<file path="src/rtl/sci_rx_pkg.sv">
package sci_rx_pkg;
   typedef enum logic [1:0] {
      SMP_IDLE  = 2'd0,
      SMP_START = 2'd1,
      SMP_DATA  = 2'd2,
      SMP_STOP  = 2'd3
   } smp_state_e;
endpackage

</file>
<file path="src/rtl/rx_bit_sampler.sv">
module rx_bit_sampler
   import sci_rx_pkg::*;
#(
   parameter int DATA_BITS   = 8,
   parameter int OVS         = 16,
   parameter int SYNC_STAGES = 2
) (
   input  logic                 clk,
   input  logic                 rst_n,
   input  logic                 en,
   input  logic                 os_tick,
   input  logic                 rxd,
   output logic                 rxd_s,
   output logic                 busy,
   output logic                 frame_ok,
   output logic [DATA_BITS-1:0] frame_data
);
   localparam int CW   = $clog2(OVS);
   localparam int BW   = $clog2(DATA_BITS);
   localparam int MID  = OVS / 2 - 1;
   localparam int LAST = OVS - 1;

   // input synchronizer, depth chosen by parameter
   generate
      if (SYNC_STAGES == 0) begin : g_nosync
         assign rxd_s = rxd;
      end else begin : g_sync
         logic [SYNC_STAGES-1:0] stg;
         for (genvar g = 0; g < SYNC_STAGES; g++) begin : g_stage
            if (g == 0) begin : g_first
               always_ff @(posedge clk or negedge rst_n)
                  if (!rst_n) stg[g] <= 1'b1;
                  else        stg[g] <= rxd;
            end else begin : g_next
               always_ff @(posedge clk or negedge rst_n)
                  if (!rst_n) stg[g] <= 1'b1;
                  else        stg[g] <= stg[g-1];
            end
         end
         assign rxd_s = stg[SYNC_STAGES-1];
      end
   endgenerate

   smp_state_e           state;
   logic [CW-1:0]        cnt;
   logic [BW-1:0]        bidx;
   logic [DATA_BITS-1:0] shreg;

   always_ff @(posedge clk or negedge rst_n) begin
      if (!rst_n) begin
         state    <= SMP_IDLE;
         cnt      <= '0;
         bidx     <= '0;
         shreg    <= '0;
         frame_ok <= 1'b0;
      end else begin
         frame_ok <= 1'b0;
         if (!en) begin
            state <= SMP_IDLE;
            cnt   <= '0;
         end else if (os_tick) begin
            unique case (state)
               SMP_IDLE: begin
                  if (!rxd_s) begin
                     state <= SMP_START;
                     cnt   <= '0;
                  end
               end
               SMP_START: begin
                  if (cnt == CW'(MID)) begin
                     cnt   <= '0;
                     bidx  <= '0;
                     state <= rxd_s ? SMP_IDLE : SMP_DATA;
                  end else begin
                     cnt <= cnt + 1'b1;
                  end
               end
               SMP_DATA: begin
                  if (cnt == CW'(LAST)) begin
                     cnt   <= '0;
                     shreg <= {rxd_s, shreg[DATA_BITS-1:1]};
                     if (bidx == BW'(DATA_BITS - 1)) state <= SMP_STOP;
                     else                            bidx  <= bidx + 1'b1;
                  end else begin
                     cnt <= cnt + 1'b1;
                  end
               end
               SMP_STOP: begin
                  if (cnt == CW'(LAST)) begin
                     cnt      <= '0;
                     state    <= SMP_IDLE;
                     frame_ok <= rxd_s;
                  end else begin
                     cnt <= cnt + 1'b1;
                  end
               end
               default: state <= SMP_IDLE;
            endcase
         end
      end
   end

   assign busy       = (state != SMP_IDLE);
   assign frame_data = shreg;
endmodule

</file>
<file path="src/rtl/rx_idle_det.sv">
module rx_idle_det #(
   parameter int FRAME_TICKS = 160
) (
   input  logic clk,
   input  logic rst_n,
   input  logic en,
   input  logic os_tick,
   input  logic line_hi,
   output logic idle_evt
);
   localparam int TW = $clog2(FRAME_TICKS + 1);

   logic [TW-1:0] cnt;

   always_ff @(posedge clk or negedge rst_n) begin
      if (!rst_n) begin
         cnt      <= '0;
         idle_evt <= 1'b0;
      end else if (!en || !line_hi) begin
         cnt      <= '0;
         idle_evt <= 1'b0;
      end else if (os_tick && cnt != TW'(FRAME_TICKS)) begin
         cnt      <= cnt + 1'b1;
         idle_evt <= (cnt == TW'(FRAME_TICKS - 1));
      end else begin
         idle_evt <= 1'b0;
      end
   end


   idle_needs_line_chk: assert property (@(posedge clk) disable iff (!rst_n)
      idle_evt |-> $past(line_hi));
endmodule

</file>
<file path="src/rtl/rx_mute_ctl.sv">
module rx_mute_ctl (
   input  logic clk,
   input  logic rst_n,
   input  logic en,
   input  logic wake_sel,
   input  logic rwu_wr,
   input  logic rwu_wdata,
   input  logic rdrf,
   input  logic byte_seen,
   input  logic idle_evt,
   input  logic addr_mark,
   output logic rwu,
   output logic hw_wake
);
   logic got_byte;
   logic sw_ok;

   assign hw_wake = rwu && (wake_sel ? addr_mark : idle_evt);
   assign sw_ok   = rwu_wr
                    && !(wake_sel && rdrf)
                    && !(!wake_sel && rwu_wdata && !got_byte);

   always_ff @(posedge clk or negedge rst_n) begin
      if (!rst_n) begin
         got_byte <= 1'b0;
         rwu      <= 1'b0;
      end else begin
         if (!en)            got_byte <= 1'b0;
         else if (byte_seen) got_byte <= 1'b1;
         if (hw_wake)        rwu <= 1'b0;
         else if (sw_ok)     rwu <= rwu_wdata;
      end
   end


   rwu_set_by_sw_chk: assert property (@(posedge clk) disable iff (!rst_n)
      $rose(rwu) |-> $past(rwu_wr && rwu_wdata));

   rwu_locked_chk: assert property (@(posedge clk) disable iff (!rst_n)
      (wake_sel && rdrf && rwu_wr && !hw_wake) |=> $stable(rwu));
endmodule

</file>
<file path="src/rtl/sci_mute_rx.sv">
module sci_mute_rx #(
   parameter int DATA_BITS   = 8,
   parameter int OVS         = 16,
   parameter int SYNC_STAGES = 2
) (
   input  logic                 clk,
   input  logic                 rst_n,
   input  logic                 os_tick,
   input  logic                 rxd,
   input  logic                 rx_en,
   input  logic                 wake_sel,
   input  logic                 rie,
   input  logic                 ilie,
   input  logic                 rwu_wr,
   input  logic                 rwu_wdata,
   input  logic                 rd_strobe,
   output logic [DATA_BITS-1:0] rx_data,
   output logic                 rdrf,
   output logic                 ovr,
   output logic                 idle,
   output logic                 rwu,
   output logic                 irq
);
   localparam int FRAME_TICKS = OVS * (DATA_BITS + 2);

   generate
      if (OVS < 4 || (OVS % 2) != 0) begin : g_bad_ovs
         $error("OVS must be even and at least 4");
      end
      if (DATA_BITS < 5 || DATA_BITS > 9) begin : g_bad_bits
         $error("DATA_BITS must lie between 5 and 9");
      end
      if (SYNC_STAGES < 0 || SYNC_STAGES > 4) begin : g_bad_sync
         $error("SYNC_STAGES must lie between 0 and 4");
      end
   endgenerate

   logic                 rxd_s, busy, frame_ok, idle_evt, hw_wake;
   logic [DATA_BITS-1:0] frame_data;
   logic                 addr_mark, accept, armed;

   rx_bit_sampler #(
      .DATA_BITS  (DATA_BITS),
      .OVS        (OVS),
      .SYNC_STAGES(SYNC_STAGES)
   ) u_smp (
      .clk       (clk),
      .rst_n     (rst_n),
      .en        (rx_en),
      .os_tick   (os_tick),
      .rxd       (rxd),
      .rxd_s     (rxd_s),
      .busy      (busy),
      .frame_ok  (frame_ok),
      .frame_data(frame_data)
   );

   rx_idle_det #(
      .FRAME_TICKS(FRAME_TICKS)
   ) u_idle (
      .clk     (clk),
      .rst_n   (rst_n),
      .en      (rx_en),
      .os_tick (os_tick),
      .line_hi (rxd_s && !busy),
      .idle_evt(idle_evt)
   );

   assign addr_mark = frame_ok && frame_data[DATA_BITS-1];
   assign accept    = frame_ok && (!rwu || (wake_sel && frame_data[DATA_BITS-1]));

   rx_mute_ctl u_mute (
      .clk      (clk),
      .rst_n    (rst_n),
      .en       (rx_en),
      .wake_sel (wake_sel),
      .rwu_wr   (rwu_wr),
      .rwu_wdata(rwu_wdata),
      .rdrf     (rdrf),
      .byte_seen(accept),
      .idle_evt (idle_evt),
      .addr_mark(addr_mark),
      .rwu      (rwu),
      .hw_wake  (hw_wake)
   );

   always_ff @(posedge clk or negedge rst_n) begin
      if (!rst_n) begin
         rx_data <= '0;
         rdrf    <= 1'b0;
         ovr     <= 1'b0;
         idle    <= 1'b0;
         armed   <= 1'b0;
      end else begin
         if (rd_strobe) begin
            rdrf <= 1'b0;
            ovr  <= 1'b0;
            idle <= 1'b0;
         end
         if (accept) begin
            armed <= 1'b1;
            if (rdrf && !rd_strobe) begin
               ovr <= 1'b1;
            end else begin
               rx_data <= frame_data;
               rdrf    <= 1'b1;
            end
         end else if (idle_evt) begin
            armed <= 1'b0;
            if (armed && !rwu) idle <= 1'b1;
         end
      end
   end

   assign irq = (rie && (rdrf || ovr)) || (ilie && idle);


   ovr_needs_full_chk: assert property (@(posedge clk) disable iff (!rst_n)
      $rose(ovr) |-> $past(rdrf));

   data_hold_chk: assert property (@(posedge clk) disable iff (!rst_n)
      ($past(rdrf) && !$past(rd_strobe)) |-> $stable(rx_data));

   mute_no_rdrf_chk: assert property (@(posedge clk) disable iff (!rst_n)
      $rose(rdrf) |-> (!$past(rwu) || wake_sel));

   mute_no_idle_chk: assert property (@(posedge clk) disable iff (!rst_n)
      $rose(idle) |-> !$past(rwu));
endmodule

</file>
<file path="config.mk">
export PLATFORM = sky130hd
export DESIGN_NAME = sci_mute_rx
export DESIGN_NICKNAME = d
export VERILOG_FILES = /design/src/rtl/sci_rx_pkg.sv /design/src/rtl/rx_bit_sampler.sv /design/src/rtl/rx_idle_det.sv /design/src/rtl/rx_mute_ctl.sv /design/src/rtl/sci_mute_rx.sv
export SDC_FILE = /design/constraint.sdc
export NUM_CORES = 1
export LEC_CHECK = 0
export BUFFER_PORTS_ARGS = -buffer_cell sky130_fd_sc_hd__buf_2
export CAP_MARGIN = 20
export CORE_UTILIZATION = 64
export CTS_BUF_LIST = sky130_fd_sc_hd__clkbuf_4 sky130_fd_sc_hd__clkbuf_8
export DETAILED_ROUTE_END_ITERATION = 10
export HOLD_SLACK_MARGIN = 0.1
export PLACE_DENSITY = 0.84
export SLEW_MARGIN = 20
export SYNTH_ARGS = -nofsm -noshare
export SYNTH_HDL_FRONTEND = slang
export SYNTH_SLANG_ARGS = --single-unit
</file>
<file path="constraint.sdc">
create_clock -name clk -period 2.9 [get_ports clk]
set_clock_uncertainty 0.1 [all_clocks]
set_input_delay 0.29 -clock clk [delete_from_list [all_inputs] [get_ports clk]]
set_output_delay 0.29 -clock clk [all_outputs]
set_load 0.02 [all_outputs]
</file>
==> impl_metrics.yaml, run 1 <==
synth:
  synth.lib_cells_used.distinct: 46
  sequential_fraction_of_the_synthesis_area_pct: 52.4
  synth.net_count: 198
  yosys_warnings: 0
  synth_enable_flop_cells: 0
  flip_flop_and_latch_count_after_synthesis: 43
  synth_async_sr_flop_share_pct: 100
  post_synth_inst_count: 182
  synth.avg_cell_area_sq_um: 11.3
  dominantRegCellSynth: "sky130_fd_sc_hd__dfrtp_1"
  mappedNetlistArea_sq_mm: 0.00206
drt:
  remaining_drc_errors: 0
  post_drt_via_cell_ratio: 5.67
  detailroute.via_count: 1446
  number_of_violations_reported_at_the_end_of_detailed_routing_iteration_0: 74
  drt_first_pass_iters: 6
  wl_per_cell_um: 13.7
  finalWirelength_um: 3490
  post_drt_antenna_nets: 0
place:
  io_buffer_count: 23
  dp.final_hpwl_um: 2510
  finalWeightedCongestion: 0.789
  postPlaceCellArea_sq_mm: 0.00218
  place.detailed.instances: 244
timing:
  slew_headroom_pct: 40.5
  max_slew.worst_pin.slew_ns: 0.893
  min_period_over_period_pct: 65.0
  unrepaired_setup_endpoints_after_global_routing: "false"
  finalCriticalPeriod_ns: 1.88
  finalSetupViolations: 0
  fin_tns_setup_ns: 0
  max_clock_freq_mhz: 531
  hold_viol_final: 0
  maxSlewViolCount: 0
cts:
  clock_tree.buffer_depth: 2
  clock_tree.root_cell: "sky130_fd_sc_hd__clkbuf_4"
  cts_htree_levels: 2
  cts_inserted_buffers: 5
  postCtsHoldBufs: 3
  cts_tree: "done"
  clock_insertion_delay_worst_skew_ns: 0.35
  path_clk_slew_ns: 0.13
  post_cts.resized_instances: 0
  post_cts_buffers: 0
  clkSinkCount: 43
pwr:
  total_leakage_power_nw: 1.14
  power_per_cell_area_mw_per_mm2: 435
  ir_worst_vdd_uv: 304
floorplanning:
  die_w_um: 58.7
  total_number_of_placement_rows: 20
  initial_util_pct: 67.5
  fp.coreArea_sq_mm: 0.00305
  floorplan.io_pins: 24
  die_height_um: 58.7
  die-area_sq_mm: 0.00345
grt:
  grt_pass1_wl_um: 6040
  initial_antenna_violation_count: 0
  grt_pass1_vias: 1442
  grt.total_usage_pct: 23.1
  largest_net_degree_at_the_start_of_global_routing: 44
  grt_overflow: 0
worst_hold_path:
  holdCritPathClass: "in2reg"
setup_path:
  setup.worst_path.class: "reg2reg"
  timing.critical_path.fanout_max: 3
  kind_of_launch_point_of_the_worst_setup_path: "flop"
  endpoint_kind: "flop"
  cp_data_required_time_ns: 3.07
  arrival_time_of_the_worst_setup_path_ns: 2.06
run_status:
  status: "finished clean"
layout:
  layout-drive-gt1-share_pct: 28.0
  antenna-diode-count: 0
  leading_cell_type_in_the_layout_fill_and_taps_excluded: "sky130_fd_sc_hd__dfrtp_1"
  nNetsFinal: 226
  finalNonFillerCells: 255
  mostFrequentLayoutCells: "sky130_fd_sc_hd__dfrtp_1 (41), sky130_fd_sc_hd__buf_2 (23), sky130_fd_sc_hd__nand2_1 (22)"
  syn_to_final_growth_pct: 10.3
  layout.cell_area.non_filler_sq_mm: 0.00227
job:
  drv_cap: 0
[sequential cells by signal, summed over array words and instances (netlist names), 2 cells and up]
signal / count
u_idle.cnt: 8
u_smp.state: 2
rx_data: 8
u_smp.frame_data: 8
u_smp.bidx: 3
u_smp.cnt: 4
[Yosys cell counts (2+ instances only)]
library cell / instances / share of area [%]
sky130_fd_sc_hd__a21boi_0: 2 / 0.73
sky130_fd_sc_hd__a21boi_1: 2 / 0.73
sky130_fd_sc_hd__a21oi_1: 6 / 1.5
sky130_fd_sc_hd__and3_1: 5 / 1.5
sky130_fd_sc_hd__buf_6: 4 / 2.2
sky130_fd_sc_hd__dfrtp_1: 41 / 50
sky130_fd_sc_hd__dfstp_2: 2 / 2.6
sky130_fd_sc_hd__ha_1: 5 / 3.0
sky130_fd_sc_hd__inv_1: 8 / 1.5
sky130_fd_sc_hd__mux2_2: 17 / 9.3
sky130_fd_sc_hd__mux2i_1: 5 / 2.4
sky130_fd_sc_hd__nand2_1: 22 / 4.0
sky130_fd_sc_hd__nand2_2: 2 / 0.61
sky130_fd_sc_hd__nand2b_1: 2 / 0.61
sky130_fd_sc_hd__nand3_1: 4 / 0.97
sky130_fd_sc_hd__nand3b_1: 2 / 0.73
sky130_fd_sc_hd__nand4_1: 3 / 0.91
sky130_fd_sc_hd__nor2_1: 12 / 2.2
sky130_fd_sc_hd__nor2b_1: 2 / 0.61
sky130_fd_sc_hd__nor4_1: 2 / 0.61
sky130_fd_sc_hd__o21ai_0: 3 / 0.73
sky130_fd_sc_hd__or3_1: 2 / 0.61
sky130_fd_sc_hd__xnor2_1: 2 / 0.85
sky130_fd_sc_hd__xor2_1: 5 / 2.1
[routing by layer]
layer | up-vias | track usage (%) | part of all wire, %
li1 | 698 | - | -
met1 | 699 | 26.9 | 43
met2 | 43 | 41.6 | 52
met3 | 6 | 4.40 | 3.8
met4 | 0 | 9.52 | 0.86
met5 | - | 0 | 0
[power breakdown]
part | internal, mW | switching [mW]
logic | 0.0291 | 0.0419
clock network | 0.0972 | 0.201
registers | 0.608 | 0.0112
total | 0.734 | 0.254
[final timing paths]
check,slack (ns),depth (start not counted),to,startpoint
min in group asynchronous,0.49,2,rdrf,rst_n
setup / recovery,1.02,6,u_smp.state[0],u_smp.bidx[0]
hold / removal,0.15,2,u_mute.got_byte,rx_en
max in group asynchronous,1.65,2,u_smp.bidx[1],rst_n
setup reg to reg,1.02,6,u_smp.state[0],u_smp.bidx[0]
hold reg to reg,0.27,0,u_smp.rxd_s,u_smp.g_sync.stg[0]
[critical path, cell delays in order, from the launching register on]
cell                      delay [ns]
sky130_fd_sc_hd__dfrtp_1        0.42
sky130_fd_sc_hd__ha_1           0.20
sky130_fd_sc_hd__ha_1           0.19
sky130_fd_sc_hd__mux2_4         0.26
sky130_fd_sc_hd__a311o_1        0.36
sky130_fd_sc_hd__nand2_1        0.09
sky130_fd_sc_hd__mux2i_1        0.19
[per-stage QoR]
stage               util (%)  power (mW)  setup slack (ns)  hold WS [ns]
floorplan                  -       0.675              1.11        -0.106
global placement        71.4       0.694              1.09         0.245
detailed placement      71.4       0.698              1.03         0.247
CTS                     74.4        1.00              1.00         0.129
global route            74.4        1.03             0.918         0.139
finish                  74.4       0.988              1.02         0.146
[cell type report]
type                    instances  area (sq um)
well taps                      44          55.1
inverters                       8          30.0
multi-input cells             126           902
fillers                       215           781
clock buffers                   5          37.5
clock inverters                 3          23.8
flip-flops and latches         43          1080
repair buffers                 26           145
[cell families after synthesis]
logic type                 synth area share, %
adders and majority gates                 3.04
DFF                                       52.4
buffers and inverters                     3.83
AOI/OAI and AO/OA                         7.23
and+or+nand+nor                           18.1
muxes                                     12.5
xor gates and xnor gates                  2.98
Note: power is estimated with default switching activity, not from simulation.
==> run 2, diff against run 1 <==
Settings changed: ABC_AREA set to 1, CORE_UTILIZATION 64 to 54, PLACE_DENSITY 0.84 to 0.75.
Clock period 2.9 ns to 1.6 ns, I/O delays scaled along.
==> run 2 against run 1 <==
Die area increased by 21%. Critical path depth rose by 2. Clock power is 150% higher. Sequential cell count unchanged. Cell count up 33%. Largest cell class unchanged.
==> impl_metrics.yaml, run 2 <==
run_status:
  status: "finished clean"
job:
  drv_cap: 0
cts:
  clock_tree.buffer_depth: 2
  cts_inserted_buffers: 5
  clkSinkCount: 43
  path_clk_slew_ns: 0.09
  clock_tree.root_cell: "sky130_fd_sc_hd__clkbuf_8"
  cts_htree_levels: 2
  clock_insertion_delay_worst_skew_ns: 0.31
  cts_tree: "done"
setup_path:
  critical_path.cell_chain: "ha_1, ha_1, inv_1, nand2_2, o21bai_2, nand2_2, nand2_1, o21ai_1"
  kind_of_launch_point_of_the_worst_setup_path: "flop"
  path_delay_family: "flip-flops"
  setup.worst_path.class: "reg2reg"
  arrival_time_of_the_worst_setup_path_ns: 1.57
  endpoint_kind: "flop"
  setup.reg_to_reg.worst_slack_ns: 0.13
  cp_data_required_time_ns: 1.70
  critical_path.max_stage_delay_ns: 0.41
  timing.critical_path.slowest_stage_cell: "sky130_fd_sc_hd__dfrtp_1"
  worstPathBufferInverterCount: 1
  timing.critical_path.fanout_max: 6
pwr:
  ir_worst_vdd_uv: 647
  power_per_cell_area_mw_per_mm2: 968
  total_leakage_power_nw: 1.26
  p_total_mw: 2.35
synth:
  mappedNetlistArea_sq_mm: 0.00211
  ys_top_cells_by_area: "sky130_fd_sc_hd__dfrtp_1 (49%), sky130_fd_sc_hd__nand2_1 (14%), sky130_fd_sc_hd__nand3_1 (6.4%)"
  flip_flop_and_latch_count_after_synthesis: 43
  post_synth_inst_count: 257
  synthMostInstantiatedCell: "sky130_fd_sc_hd__nand2_1"
  area_share_of_the_largest_cell_type_after_synthesis_pct: 48.7
  synth.net_count: 273
  synth_enable_flop_cells: 0
  synth.lib_cells_used.distinct: 27
  yosysTopAreaCell: "sky130_fd_sc_hd__dfrtp_1"
  yosys_warnings: 0
  sequential_fraction_of_the_synthesis_area_pct: 51.2
  ys_top_cells_by_count: "sky130_fd_sc_hd__nand2_1 (79), sky130_fd_sc_hd__dfrtp_1 (41), sky130_fd_sc_hd__inv_1 (33)"
  dominantRegCellSynth: "sky130_fd_sc_hd__dfrtp_1"
  synth_async_sr_flop_share_pct: 100
  synth.avg_cell_area_sq_um: 8.20
floorplanning:
  total_number_of_placement_rows: 22
  die-area_sq_mm: 0.00416
  initial_util_pct: 56.7
  fp.coreArea_sq_mm: 0.00372
  die_w_um: 64.5
  die_height_um: 64.5
  floorplan.io_pins: 24
drt:
  drt_first_pass_iters: 4
  post_drt_antenna_nets: 0
  detailroute.via_count: 1689
  wl_met1_um: 1840
  remaining_drc_errors: 0
  met3_wirelength_um: 116
  met2_wirelength_um: 1700
  number_of_violations_reported_at_the_end_of_detailed_routing_iteration_0: 161
  wl_per_cell_um: 11.0
  finalWirelength_um: 3730
  post_drt_via_cell_ratio: 4.97
  maxUsedRoutingLayer: "met4"
timing:
  finalSetupViolations: 0
  hold_viol_final: 0
  finalCriticalPeriod_ns: 1.47
  max_slew.worst_pin.slew_ns: 0.513
  fin_tns_setup_ns: 0
  min_period_over_period_pct: 91.9
  slew_headroom_pct: 65.8
  maxSlewViolCount: 0
  max_clock_freq_mhz: 680
  hold_slack_ns: 0.102
  unrepaired_setup_endpoints_after_global_routing: "false"
worst_hold_path:
  holdCritPathClass: "in2reg"
grt:
  initial_antenna_violation_count: 0
  grt_pass1_vias: 1571
  grt_pass1_wl_um: 6480
  largest_net_degree_at_the_start_of_global_routing: 44
  grt_overflow: 0
  grt.total_usage_pct: 20.5
layout:
  syn_to_final_growth_pct: 15.0
  nNetsFinal: 307
  final_util_pct: 65.2
  antenna-diode-count: 0
  leading_cell_type_in_the_layout_fill_and_taps_excluded: "sky130_fd_sc_hd__nand2_1"
  layout-drive-gt1-share_pct: 17.8
  mostFrequentLayoutCells: "sky130_fd_sc_hd__nand2_1 (78), sky130_fd_sc_hd__dfrtp_1 (41), sky130_fd_sc_hd__inv_1 (32)"
place:
  dp.final_hpwl_um: 2560
  finalWeightedCongestion: 0.821
  io_buffer_count: 23
==> run 2: layout make-up <==
class	count	area [sq um]
Clock inverter	3	23.8
Inverter	37	140
Timing Repair Buffer	32	198
Clock buffer	5	68.8
Fill cell	312	1290
Tap cell	48	60.1
Multi-Input combinational cell	172	855
Sequential cell	43	1080
==> run 2: power breakdown <==
| group | total, mW | leakage (nW) | switching [mW] | internal, mW |
|---|---|---|---|---|
| logic | 0.403 | 0.667 | 0.256 | 0.146 |
| clock network | 0.734 | 0.0408 | 0.422 | 0.313 |
| registers | 1.21 | 0.549 | 0.0689 | 1.14 |
==> run 2: metrics by stage <==
step,setup WS [ns],std cells,instance area (sq um)
floorplan,0.234,257,2110
global placement,0.134,325,2260
detailed placement,0.126,325,2260
CTS,0.107,339,2410
global route,0.000904,340,2420
finish,0.130,340,2420
==> run 2: cells by family (layout without fill, tap and decap cells) <==
group | after synthesis | after routing | share of synthesized area (%)
AO/OA/AOI/OAI | 33 | 33 | 8.66
XOR/XNOR | 4 | 4 | 1.66
adder cells (fa/ha/maj) | 5 | 5 | 2.97
buffers and inverters | 42 | 77 | 8.43
flip-flops | 43 | 43 | 51.2
AND/OR/NAND/NOR | 130 | 130 | 27.1
==> run 2: metal layers <==
metal,up-vias,track usage [%]
met3,7,4.23
met4,0,9.72
li1,877,-
met5,-,0
met2,33,34.1
met1,772,25.4
==> run 2: repair_timing <==
item,in CTS,in global routing
endpoints found under the setup margin,0,7
hold buffers,6,0
endpoints found under the hold margin,46,0
setup buffers,0,1
gates resized for setup,0,2
==> run 2: tightest hold or removal path, stage by stage <==
cell and delay [ns]:
sky130_fd_sc_hd__buf_2 0.13, sky130_fd_sc_hd__nand2_1 0.12, sky130_fd_sc_hd__nor4_1 0.06
==> run 2: final timing paths <==
check / from / end / depth (start not counted)
worst max-delay path: u_smp.bidx[0] / u_smp.bidx[0] / 8
worst min-delay path: os_tick / u_smp.frame_ok / 3
worst max register to register: u_smp.bidx[0] / u_smp.bidx[0] / 8
worst min register to register: u_smp.g_sync.stg[0] / u_smp.rxd_s / 0
max in group asynchronous: rst_n / u_smp.rxd_s / 3
min in group asynchronous: rst_n / idle / 3
